File: config.mk
export PLATFORM = sky130hd
export DESIGN_NAME = purse_value_unit
export DESIGN_NICKNAME = d
export VERILOG_FILES = /design/src/rtl/purse_pkg.sv /design/src/rtl/vblk_checker.sv /design/src/rtl/vblk_encoder.sv /design/src/rtl/purse_value_unit.sv
export SDC_FILE = /design/constraint.sdc
export NUM_CORES = 1
export LEC_CHECK = 0
export BUFFER_PORTS_ARGS = -buffer_cell sky130_fd_sc_hd__buf_4
export CAP_MARGIN = 20
export CORE_AREA = 8 8 132 183
export DETAILED_ROUTE_END_ITERATION = 12
export DIE_AREA = 0 0 140 191
export PLACE_DENSITY = 0.85
export SYNTH_ARGS = -nofsm -noshare
export SYNTH_HDL_FRONTEND = slang
export SYNTH_HIERARCHICAL = 1
export SYNTH_SLANG_ARGS = --single-unit
File: constraint.sdc
create_clock -name clk -period 8.7 [get_ports clk]
set_input_delay 2.61 -clock clk [delete_from_list [all_inputs] [get_ports clk]]
set_output_delay 2.61 -clock clk [all_outputs]
set_load 0.02 [all_outputs]
File: src/rtl/purse_pkg.sv
package purse_pkg;
    typedef enum logic [1:0] {
        OP_INC     = 2'b00,
        OP_DEC     = 2'b01,
        OP_RESTORE = 2'b10,
        OP_XFER    = 2'b11
    } op_e;

    typedef enum logic [1:0] {
        ST_IDLE,
        ST_FETCH,
        ST_EXEC,
        ST_XFER
    } state_e;
endpackage

File: src/rtl/vblk_checker.sv
module vblk_checker #(
    parameter int VAL_W  = 32,
    parameter int ADDR_W = 8,
    localparam int SLOTS = 4,
    localparam int BLK_W = 3 * VAL_W + SLOTS * ADDR_W
) (
    input  logic [BLK_W-1:0]  blk,
    output logic [VAL_W-1:0]  value,
    output logic [ADDR_W-1:0] tag,
    output logic              fmt_ok
);
    localparam int TAG_BASE = 3 * VAL_W;

    logic [SLOTS-1:0] slot_ok;
    logic             val_ok;

    assign value  = blk[VAL_W-1:0];
    assign tag    = blk[TAG_BASE +: ADDR_W];
    assign val_ok = (blk[VAL_W +: VAL_W] == ~value) &&
                    (blk[2*VAL_W +: VAL_W] == value);

    for (genvar k = 0; k < SLOTS; k++) begin : g_slot
        if (k % 2 == 0) begin : g_plain
            assign slot_ok[k] = (blk[TAG_BASE + k*ADDR_W +: ADDR_W] == tag);
        end else begin : g_inv
            assign slot_ok[k] = (blk[TAG_BASE + k*ADDR_W +: ADDR_W] == ~tag);
        end
    end

    // every redundant copy must agree
    assign fmt_ok = val_ok && (&slot_ok);
endmodule

File: src/rtl/vblk_encoder.sv
module vblk_encoder #(
    parameter int VAL_W  = 32,
    parameter int ADDR_W = 8,
    localparam int SLOTS = 4,
    localparam int BLK_W = 3 * VAL_W + SLOTS * ADDR_W
) (
    input  logic [VAL_W-1:0]  value,
    input  logic [ADDR_W-1:0] tag,
    output logic [BLK_W-1:0]  blk
);
    localparam int TAG_BASE = 3 * VAL_W;

    assign blk[VAL_W-1:0]          = value;
    assign blk[VAL_W +: VAL_W]     = ~value;
    assign blk[2*VAL_W +: VAL_W]   = value;

    for (genvar k = 0; k < SLOTS; k++) begin : g_slot
        if (k % 2 == 0) begin : g_plain
            assign blk[TAG_BASE + k*ADDR_W +: ADDR_W] = tag;
        end else begin : g_inv
            assign blk[TAG_BASE + k*ADDR_W +: ADDR_W] = ~tag;
        end
    end
endmodule

File: src/rtl/purse_value_unit.sv
module purse_value_unit #(
    parameter int VAL_W  = 32,
    parameter int ADDR_W = 8,
    localparam int BLK_W = 3 * VAL_W + 4 * ADDR_W
) (
    input  logic              clk,
    input  logic              rst_n,
    input  logic              cmd_valid,
    input  logic [1:0]        cmd_op,
    input  logic [VAL_W-1:0]  cmd_operand,
    input  logic              blk_in_valid,
    input  logic [BLK_W-1:0]  blk_in_data,
    output logic              busy,
    output logic              blk_out_we,
    output logic [BLK_W-1:0]  blk_out_data,
    output logic              done,
    output logic              err
);
    import purse_pkg::*;

    state_e             state_q, state_d;
    op_e                op_q;
    logic [VAL_W-1:0]   opnd_q;
    logic [BLK_W-1:0]   blk_q;
    logic [VAL_W-1:0]   buf_q;
    logic [ADDR_W-1:0]  tag_q;
    logic               buf_vld_q;

    logic [VAL_W-1:0]   src_val;
    logic [ADDR_W-1:0]  src_tag;
    logic               src_ok;
    logic [VAL_W:0]     sum_ext;
    logic               ovf;
    logic [VAL_W-1:0]   calc_res;
    logic               calc_ok;

    vblk_checker #(.VAL_W(VAL_W), .ADDR_W(ADDR_W)) u_srcchk (
        .blk(blk_q), .value(src_val), .tag(src_tag), .fmt_ok(src_ok)
    );

    vblk_encoder #(.VAL_W(VAL_W), .ADDR_W(ADDR_W)) u_enc (
        .value(buf_q), .tag(tag_q), .blk(blk_out_data)
    );

    // signed arithmetic with one guard bit
    always_comb begin
        if (op_q == OP_DEC)
            sum_ext = {src_val[VAL_W-1], src_val} - {opnd_q[VAL_W-1], opnd_q};
        else
            sum_ext = {src_val[VAL_W-1], src_val} + {opnd_q[VAL_W-1], opnd_q};
        ovf      = (op_q != OP_RESTORE) && (sum_ext[VAL_W] != sum_ext[VAL_W-1]);
        calc_res = (op_q == OP_RESTORE) ? src_val : sum_ext[VAL_W-1:0];
        calc_ok  = src_ok && !ovf;
    end

    // next-state logic
    always_comb begin
        state_d = state_q;
        unique case (state_q)
            ST_IDLE: begin
                if (cmd_valid)
                    state_d = (op_e'(cmd_op) == OP_XFER) ? ST_XFER : ST_FETCH;
            end
            ST_FETCH: if (blk_in_valid) state_d = ST_EXEC;
            ST_EXEC:  state_d = ST_IDLE;
            ST_XFER:  state_d = ST_IDLE;
        endcase
    end

    // state register
    always_ff @(posedge clk or negedge rst_n) begin
        if (!rst_n) state_q <= ST_IDLE;
        else        state_q <= state_d;
    end

    // datapath registers
    always_ff @(posedge clk or negedge rst_n) begin
        if (!rst_n) begin
            op_q      <= OP_INC;
            opnd_q    <= '0;
            blk_q     <= '0;
            buf_q     <= '0;
            tag_q     <= '0;
            buf_vld_q <= 1'b0;
        end else begin
            if (state_q == ST_IDLE && cmd_valid) begin
                op_q   <= op_e'(cmd_op);
                opnd_q <= cmd_operand;
            end
            if (state_q == ST_FETCH && blk_in_valid)
                blk_q <= blk_in_data;
            if (state_q == ST_EXEC && src_ok) begin
                // overflow leaves the holding register invalid
                buf_vld_q <= !ovf;
                buf_q     <= calc_res;
                tag_q     <= src_tag;
            end
            if (state_q == ST_XFER)
                buf_vld_q <= 1'b0;
        end
    end

    // outputs
    always_comb begin
        busy       = (state_q != ST_IDLE);
        done       = 1'b0;
        err        = 1'b0;
        blk_out_we = 1'b0;
        unique case (state_q)
            ST_IDLE, ST_FETCH: ;
            ST_EXEC: begin
                done = calc_ok;
                err  = !calc_ok;
            end
            ST_XFER: begin
                blk_out_we = buf_vld_q;
                done       = buf_vld_q;
                err        = !buf_vld_q;
            end
        endcase
    end

    // ---------------- assertions ----------------
    logic [VAL_W-1:0]  chk_val;
    logic [ADDR_W-1:0] chk_tag;
    logic              chk_ok;

    vblk_checker #(.VAL_W(VAL_W), .ADDR_W(ADDR_W)) u_outchk (
        .blk(blk_out_data), .value(chk_val), .tag(chk_tag), .fmt_ok(chk_ok)
    );

    assert_out_format_R7: assert property (@(posedge clk) disable iff (!rst_n)
        blk_out_we |-> (chk_ok && chk_val == buf_q && chk_tag == tag_q));

    assert_status_excl_R10: assert property (@(posedge clk) disable iff (!rst_n)
        $onehot0({done, err}));

    assert_xfer_empties_R7: assert property (@(posedge clk) disable iff (!rst_n)
        blk_out_we |=> !blk_out_we);

    assert_bad_block_refused_R2: assert property (@(posedge clk) disable iff (!rst_n)
        (state_q == ST_EXEC && !src_ok) |=> ($stable(buf_q) && $stable(tag_q)));

    assert_cmd_taken_R10: assert property (@(posedge clk) disable iff (!rst_n)
        (!busy && cmd_valid) |=> busy);

    assert_no_write_on_err_R8: assert property (@(posedge clk) disable iff (!rst_n)
        err |-> !blk_out_we);
endmodule

==> results of run 1 <==
==> layout make-up <==
| cell class | count | area (um^2) | area share |
|---|---|---|---|
| clock inverter | 13 | 180 | 0.0124 |
| inverter | 56 | 210 | 0.0144 |
| multi-input combinational | 796 | 5870 | 0.403 |
| sequential | 205 | 5130 | 0.352 |
| tap | 264 | 330 | 0.0227 |
| clock buffer | 24 | 557 | 0.0382 |
| antenna | 1 | 2.50 | 0.000172 |
| timing repair buffer | 305 | 2300 | 0.157 |
==> layout by cell type (no fill, tap or decap), types with 3 or more instances in the layout <==
cell / instances
sky130_fd_sc_hd__buf_4: 304
sky130_fd_sc_hd__dfrtp_1: 205
sky130_fd_sc_hd__mux2_2: 158
sky130_fd_sc_hd__nand2_1: 103
sky130_fd_sc_hd__a21oi_1: 73
sky130_fd_sc_hd__nor2_1: 71
sky130_fd_sc_hd__xnor2_1: 58
sky130_fd_sc_hd__inv_1: 56
sky130_fd_sc_hd__xor2_1: 53
sky130_fd_sc_hd__o21ai_0: 51
sky130_fd_sc_hd__ha_1: 33
sky130_fd_sc_hd__clkbuf_16: 21
sky130_fd_sc_hd__a21o_1: 17
sky130_fd_sc_hd__nand2b_1: 17
sky130_fd_sc_hd__nand4_1: 16
sky130_fd_sc_hd__nor4_1: 15
sky130_fd_sc_hd__a31oi_1: 13
sky130_fd_sc_hd__o22ai_1: 12
sky130_fd_sc_hd__nor3_1: 11
sky130_fd_sc_hd__nand3_1: 7
sky130_fd_sc_hd__a211oi_1: 6
sky130_fd_sc_hd__o211ai_1: 6
sky130_fd_sc_hd__and3_1: 5
sky130_fd_sc_hd__nand3b_1: 4
sky130_fd_sc_hd__nor3b_1: 4
sky130_fd_sc_hd__nor2b_1: 4
sky130_fd_sc_hd__clkinv_2: 4
sky130_fd_sc_hd__bufinv_16: 4
sky130_fd_sc_hd__or3_1: 3
sky130_fd_sc_hd__mux2i_1: 3
sky130_fd_sc_hd__o21bai_1: 3
sky130_fd_sc_hd__o31ai_1: 3
sky130_fd_sc_hd__and2_1: 3
sky130_fd_sc_hd__clkbuf_8: 3
sky130_fd_sc_hd__clkinvlp_4: 3
==> per-layer routing <==
layer,track usage,vias up,wire [um]
li1,-,4430,-
met1,0.293,4565,13700
met2,0.455,333,17700
met3,0.0495,85,1930
met4,0.129,0,1690
met5,0,-,0
==> report_power, final <==
group | switching, mW | total [mW] | leakage, nW | internal (mW)
Combinational | 2.03 | 3.78 | 3.85 | 1.75
Clock | 0.385 | 0.966 | 0.356 | 0.581
Sequential | 0.505 | 1.85 | 2.50 | 1.34
==> state kept, by name, summed over array words and instances (netlist names) <==
| name | count |
|---|---|
| buf_vld_q | 1 |
| opnd_q | 32 |
| blk_q | 128 |
| tag_q | 8 |
| state_q | 2 |
| op_q | 2 |
| buf_q | 32 |
==> how the worst max path moves through the flow <==
| stage | from | endpoint | slack (ns) | cells after the start |
|---|---|---|---|---|
| 6_report | opnd_q[0] | err | 1.06 | 19 |
| 3_3_place_gp | opnd_q[10] | err | 1.70 | 19 |
| 2_1_floorplan | opnd_q[10] | err | 2.25 | 17 |
| 4_1_cts | opnd_q[0] | err | 1.02 | 19 |
| 5_1_grt | opnd_q[0] | err | 0.73 | 19 |
| 3_5_place_dp | opnd_q[0] | err | 1.60 | 19 |
==> worst reg2reg max path: stages, from the launching register on <==
cell and delay, ns:
sky130_fd_sc_hd__dfrtp_1 0.42, sky130_fd_sc_hd__inv_1 0.09, sky130_fd_sc_hd__ha_1 0.17, sky130_fd_sc_hd__nor3b_1 0.39, sky130_fd_sc_hd__and2_1 0.40, sky130_fd_sc_hd__nand2_1 0.22
sky130_fd_sc_hd__nor2_1 0.16, sky130_fd_sc_hd__nor2_1 0.07, sky130_fd_sc_hd__xnor2_1 0.14, sky130_fd_sc_hd__ha_1 0.39, sky130_fd_sc_hd__a21o_1 0.22, sky130_fd_sc_hd__a21o_1 0.18
sky130_fd_sc_hd__a21oi_1 0.27, sky130_fd_sc_hd__nand3b_1 0.11, sky130_fd_sc_hd__o21ai_0 0.57, sky130_fd_sc_hd__a31oi_1 0.19, sky130_fd_sc_hd__xnor2_1 0.32, sky130_fd_sc_hd__o22ai_1 0.12
==> stage by stage <==
| stage | setup slack, ns | utilization | hold slack (ns) | std cells |
|---|---|---|---|---|
| 5_1_grt | 0.725 | 0.679 | 0.537 | 1664 |
| 4_1_cts | 1.02 | 0.679 | 0.527 | 1663 |
| 6_report | 1.06 | 0.679 | 0.524 | 1664 |
| 2_1_floorplan | 2.25 | - | 0.452 | 1233 |
| 3_5_place_dp | 1.60 | 0.645 | 0.514 | 1626 |
| 3_3_place_gp | 1.70 | 0.645 | 0.504 | 1626 |
==> kinds of logic after synthesis <==
kind of cell,count (synthesis),synth area share
adders and majority gates,34,0.0351
xor gates and xnor gates,112,0.0806
AOI/OAI and AO/OA,207,0.101
buffers and inverters,232,0.110
and+or+nand+nor,282,0.111
DFF,205,0.416
muxes,161,0.147
==> metrics.md, run 1 <==
| Metric | Value |
|---|---|
| Core ar. | `21500 um^2` |
| Required time worst endpoint | `6.09 ns` |
| Synth-to-layout area growth | `18.2%` |
| Post-synthesis average cell area | `10.0 um^2` |
| RSZ-0062 raised after global routing | `false` |
| CTS clk-pin slew, worst paths | `0.07 ns` |
| Number of synthesized flops with an enable pin | `0` |
| Count of hold buffers inserted by post-cts repair | `0` |
| Capture instance of the worst register-to-register path | `buf_q[29]` |
| Min Clock Period, post-route | `7.64 ns` |
| Cell area after synthesis | `12300 um^2` |
| Power, Total | `6.59 mW` |
| Worst-path cell chain | `inv_1, ha_1, nor3b_1, and2_1, nand2_1, nor2_1, nor2_1, xnor2_1, ha_1, a21o_1, a31oi_1, nor2_1, o21ai_0, o311ai_1, nand2_1, xnor3_1, and2_4, o311a_1, buf_4` |
| Synthesis warning total | `6` |
| Starting Density | `0.575` |
| Ratio of routed vias to standard cells | `5.66` |
| Combined global-route utilization of all metal layers | `0.258` |
| Clock tree from TritonCTS | `yes` |
| Most used standard cell by instance count after synthesis | `sky130_fd_sc_hd__dfrtp_1` |
| Hold Path Cell Cnt | `2` |
| Reg2Reg Setup Slack | `4.17 ns` |
| Number of remaining DRC errors | `0` |
| Buffers inserted by post-CTS timing repair | `0` |
| Reg-to-Reg Start | `opnd_q[0]` |
| Master cell of the clock root buffer | `sky130_fd_sc_hd__clkbuf_16` |
| Leak Pwr | `6.71 nW` |
| Area of the die | `26700 um^2` |
| Setup TNS after final layout | `0 ns` |
| Initial DRC count | `535` |
| Setup violators final | `0` |
| Critical setup path kind | `flip-flop to primary output` |
| Overall overflow remaining after global route | `0` |
| Post-cts sizing count | `0` |
| Cells after Synth | `1233` |
| Register bit total from synthesis | `205` |
| Fraction of final layout cells with drive strength greater than 1 | `0.367` |
| Max Clk Rate | `131 MHz` |
| Number of buffers and inverters on the critical path | `2` |
| Run status | `complete, no violations` |
| Post-place instance area | `13800 um^2` |
| Detailed placement HPWL | `27200 um` |
| Number of ports placed on the die boundary | `298` |
| Critical path's top delay family | `simple AND/OR/NAND/NOR gates` |
| Commonest register cell after synthesis | `sky130_fd_sc_hd__dfrtp_1` |
| Reg2reg path depth | `17` |
| Largest fanout on the critical path | `8` |
| Number of detailed-routing iterations run before antenna repair | `5` |
| Sequential cell area fraction in the yosys report | `0.416` |
| Largest net degree at the start of global routing | `82` |
| Final instance area | `14600 um^2` |
| Horizontal extent of the die | `140 um` |
| Critical-path cell with the highest stage delay | `sky130_fd_sc_hd__dfrtp_1` |
| Dominant cells by area after synthesis | `sky130_fd_sc_hd__dfrtp_1 42%, sky130_fd_sc_hd__mux2_2 14%, sky130_fd_sc_hd__buf_4 7.8%` |
| Max Root-Sink Buffers | `3` |
| Most frequent cell on the critical path | `sky130_fd_sc_hd__nor2_1` |
| Level count of the clock H-tree | `1` |
| Insertion delay of the later-clocked pin in the worst-skew pair | `0.51 ns` |
| Startpoint type of the worst setup path | `flip-flop` |
| Clock tree skew after final layout | `0.0109 ns` |
| Pins Over Slew Limit | `0` |
| FILL cells | `1699` |
| Final period util | `0.878` |
| Slew margin rel. | `0.334` |
| Synth cell types | `64` |
| Final nets | `1585` |
| Hold Startpoint | `buf_q[22]` |
| Number of hold violations in the final report | `0` |
| Detailed-route via count | `9413` |
| Avg WL per Cell | `21.1 um` |
| Data arrival time of the critical path | `5.03 ns` |
| Share of synthesized flip-flops with an asynchronous set or reset | `1.00` |
| Die Height | `191 um` |
| Power density normalized to cell area | `452 nW/um^2` |
| Type of the worst min-delay path | `flip-flop to flip-flop` |
| Hold endpoint | `buf_q[22]` |
| Number of nets in the synthesized netlist | `1433` |
| Final wirelength | `35000 um` |
| Vias in the first global route | `9964` |
| Most frequent cells after synthesis | `205 x sky130_fd_sc_hd__dfrtp_1, 158 x sky130_fd_sc_hd__mux2_2, 128 x sky130_fd_sc_hd__buf_4` |
| Clock Sink Count | `205` |
| Site Rows | `64` |
| GPL Wtd Cong | `0.895` |
| Post-detailed-route count of antenna-violating nets | `0` |
| Synth area leader | `sky130_fd_sc_hd__dfrtp_1` |
| Nature of the critical path endpoint | `primary output` |
| First-pass GRT wire length | `54300 um` |
| Number of maximum-capacitance constraint violations | `0` |
| Proportion of netlist area held by the largest area contributor | `0.416` |
| Number of antenna violations at the first check in global routing | `1` |
| Least-Margin Pin Slew | `0.999 ns` |
| Input/output buffers | `297` |
| Number of buffers inserted during clock tree synthesis | `21` |
| Slowest Stage Delay on Critical Path | `0.42 ns` |
| Maximum resistive drop on vdd | `220 uV` |
Note: power is estimated with default switching activity, not from simulation.
==> run 2: changes to the inputs <==
- CORE_AREA: 8 8 132 183 -> 8 8 131 181
- CTS_BUF_LIST: not set -> sky130_fd_sc_hd__clkbuf_8
- DIE_AREA: 0 0 140 191 -> 0 0 139 189
- PLACE_DENSITY: 0.85 -> 0.87
==> metrics.md, run 2 (synthesized netlist as in run 1, its figures left out) <==
| Metric | Value |
|---|---|
| Largest fanout on the critical path | `8 (unchanged)` |
| Critical path's top delay family | `compound AO/OA/AOI/OAI gates (was simple AND/OR/NAND/NOR gates)` |
| Type of the worst min-delay path | `flip-flop to flip-flop (unchanged)` |
| Crit path setup slack, layout | `1.20 ns (was 1.06 ns)` |
| Input/output buffers | `297 (unchanged)` |
| Clock tree from TritonCTS | `yes (unchanged)` |
| Run status | `complete, no violations (unchanged)` |
| Final nets | `1592 (was 1585)` |
| Leak Pwr | `6.72 nW (was 6.71 nW)` |
| CTS clk-pin slew, worst paths | `0.07 ns (about the same)` |
| Site Rows | `63 (was 64)` |
| WHS | `0.520 ns (was 0.524 ns)` |
| Met3 Use GR | `0.0577 (was 0.0495)` |
| Combined global-route utilization of all metal layers | `0.258 (about the same)` |
| Clock tree skew after final layout | `0.0198 ns (was 0.0109 ns)` |
| Detailed-route via count | `9445 (was 9413)` |
| Critical Path Stages | `18 (was 19)` |
| Critical-path cell with the highest stage delay | `sky130_fd_sc_hd__dfrtp_1 (unchanged)` |
| Largest net degree at the start of global routing | `102 (was 82)` |
| Core ar. | `21000 um^2 (was 21500 um^2)` |
| Vias in the first global route | `10000 (was 9964)` |
| Placed cell count | `1621 (was 1626)` |
| Die Height | `189 um (was 191 um)` |
| Overall overflow remaining after global route | `0 (unchanged)` |
| Multi-input gate area in the final layout | `5870 um^2 (unchanged)` |
| Master cell of the clock root buffer | `sky130_fd_sc_hd__clkbuf_8 (was sky130_fd_sc_hd__clkbuf_16)` |
| Commonest non-fill, non-tap cell in the layout | `sky130_fd_sc_hd__buf_4 (unchanged)` |
| Initial DRC count | `575 (was 535)` |
| Area taken by flip-flops and latches | `5130 um^2 (unchanged)` |
| Horizontal extent of the die | `139 um (was 140 um)` |
| Post-place instance area | `13800 um^2 (about the same)` |
| Number of hold violations in the final report | `0 (unchanged)` |
| Maximum resistive drop on vdd | `197 uV (was 220 uV)` |
| Level count of the clock H-tree | `1 (unchanged)` |
| FILL cells | `1592 (was 1699)` |
| Detailed placement HPWL | `26800 um (was 27200 um)` |
| Avg WL per Cell | `20.5 um (was 21.1 um)` |
| Least-Margin Pin Slew | `0.987 ns (was 0.999 ns)` |
| Fraction of final layout cells with drive strength greater than 1 | `0.369 (was 0.367)` |
| Startpoint type of the worst setup path | `flip-flop (unchanged)` |
| Data arrival time of the critical path | `4.89 ns (was 5.03 ns)` |
| Setup violators final | `0 (unchanged)` |
| Pins Over Slew Limit | `0 (unchanged)` |
| GPL Wtd Cong | `0.921 (was 0.895)` |
| Final period util | `0.862 (was 0.878)` |
| Number of antenna violations at the first check in global routing | `3 (was 1)` |
| Layer carrying the most global-route usage | `met2 (unchanged)` |
| Final instance area | `14500 um^2 (was 14600 um^2)` |
| Starting Density | `0.588 (was 0.575)` |
| GR met1 Demand/Resource | `0.288 (was 0.293)` |
| Worst-path cell chain | `inv_1, ha_1, nor3b_1, and2_1, nand2_1, o21ai_0, xor2_1, ha_1, a21o_1, a31oi_1, nor2_1, o21ai_0, o311ai_1, nand2_1, xnor3_1, and2_4, o311a_1, buf_4 (was inv_1, ha_1, nor3b_1, and2_1, nand2_1, nor2_1, nor2_1, xnor2_1, ha_1, a21o_1, a31oi_1, nor2_1, o21ai_0, o311ai_1, nand2_1, xnor3_1, and2_4, o311a_1, buf_4)` |
| Largest registers ranked by flip-flop count | `blk_q x128, buf_q x32, opnd_q x32 (unchanged)` |
| Slowest Stage Delay on Critical Path | `0.42 ns (about the same)` |
| Register with the most flip-flops | `blk_q (unchanged)` |
| Most frequent cells in the layout | `303 x sky130_fd_sc_hd__buf_4, 205 x sky130_fd_sc_hd__dfrtp_1, 158 x sky130_fd_sc_hd__mux2_2 (was 304 x sky130_fd_sc_hd__buf_4, 205 x sky130_fd_sc_hd__dfrtp_1, 158 x sky130_fd_sc_hd__mux2_2)` |
| Max reg flops | `128 (unchanged)` |
| Reg2Reg Setup Slack | `4.25 ns (was 4.17 ns)` |
| Critical setup path kind | `flip-flop to primary output (unchanged)` |
| Number of ports placed on the die boundary | `298 (unchanged)` |
| Required time worst endpoint | `6.09 ns (about the same)` |
| Clock Sink Count | `205 (unchanged)` |
| Number of maximum-capacitance constraint violations | `0 (unchanged)` |
| Util after Layout | `0.691 (was 0.679)` |
| Max Clk Rate | `133 MHz (was 131 MHz)` |
| Beginning of the critical path | `opnd_q[1] (was opnd_q[0])` |
| Number of detailed-routing iterations run before antenna repair | `7 (was 5)` |
| Power, Total | `6.44 mW (was 6.59 mW)` |
| Worst setup path end | `err (unchanged)` |
| Insertion delay of the later-clocked pin in the worst-skew pair | `0.56 ns (was 0.51 ns)` |
| Count of hold buffers inserted by post-cts repair | `0 (unchanged)` |
| Min Clock Period, post-route | `7.50 ns (was 7.64 ns)` |
| Power density normalized to cell area | `445 nW/um^2 (was 452 nW/um^2)` |
| Capture instance of the worst register-to-register path | `buf_q[26] (was buf_q[29])` |
| Slew margin rel. | `0.342 (was 0.334)` |
| Place WS | `1.85 ns (was 1.60 ns)` |
| Number of remaining DRC errors | `0 (unchanged)` |
| Global Route met2 Usage | `0.449 (was 0.455)` |
| Nature of the critical path endpoint | `primary output (unchanged)` |
| Post-cts sizing count | `0 (unchanged)` |
| Final cell count without fillers | `1676 (was 1664)` |
| Post-detailed-route count of antenna-violating nets | `0 (unchanged)` |
| Reg2reg path depth | `14 (was 17)` |
| Setup TNS after final layout | `0 ns (unchanged)` |
| Number of buffers and inverters on the critical path | `2 (unchanged)` |
| Area of the die | `26300 um^2 (was 26700 um^2)` |
| Max Root-Sink Buffers | `3 (unchanged)` |
| RSZ-0062 raised after global routing | `false (unchanged)` |
| Synth-to-layout area growth | `17.4% (was 18.2%)` |
| First-pass GRT wire length | `54000 um (was 54300 um)` |
| Ratio of routed vias to standard cells | `5.64 (was 5.66)` |
| Reg-to-Reg Start | `opnd_q[2] (was opnd_q[0])` |
| Buffers inserted by post-CTS timing repair | `0 (unchanged)` |
| Number of buffers inserted during clock tree synthesis | `29 (was 21)` |
| Final wirelength | `34400 um (was 35000 um)` |
-- run 2: changes by cell type in the layout (fill, tap and decap cells not counted), moves of 2 or more --
cell	before	now
sky130_fd_sc_hd__clkbuf_8	3	41
sky130_fd_sc_hd__inv_6	2	0
sky130_fd_sc_hd__bufinv_16	4	2
sky130_fd_sc_hd__clkinvlp_4	3	1
sky130_fd_sc_hd__clkinv_2	4	2
sky130_fd_sc_hd__clkbuf_16	21	0
sky130_fd_sc_hd__diode_2	1	3
sky130_fd_sc_hd__inv_1	56	63
-- run 2: where the power goes --
group	leakage [nW]	switching (mW)	internal (mW)	total, mW
sequential	2.50	0.511	1.34	1.86
clock	0.361	0.360	0.465	0.825
combinational	3.85	2.02	1.74	3.76
total	6.72	2.89	3.55	6.44
-- run 2: worst min-delay path by stage --
stage	from	cells after the start	endpoint	slack, ns
6_report	buf_vld_q	2	buf_vld_q	0.52
5_1_grt	blk_q[116]	1	blk_q[116]	0.54
3_5_place_dp	buf_vld_q	2	buf_vld_q	0.51
2_1_floorplan	state_q[1]	1	state_q[0]	0.45
4_1_cts	buf_vld_q	2	buf_vld_q	0.53
3_3_place_gp	buf_vld_q	2	buf_vld_q	0.50
-- run 2: routing by layer --
layer	wire, um	up-vias
met1	13200	4546
met3	2260	86
met4	1700	0
li1	-	4445
met2	17200	368
met5	0	-
-- run 2: area by class of cell --
class | instances | area share
repair buffers | 304 | 0.158
inverters | 56 | 0.0145
clock buffers | 40 | 0.0380
well taps | 260 | 0.0225
diodes | 3 | 0.000518
flip-flops and latches | 205 | 0.354
multi-input cells | 796 | 0.405
clock inverters | 12 | 0.00717
-- run 2: worst min-delay path, cell delays in order (launching register included) --
cell                      delay (ns)
sky130_fd_sc_hd__dfrtp_1        0.35
sky130_fd_sc_hd__o21ai_0        0.07
sky130_fd_sc_hd__o21ai_0        0.06
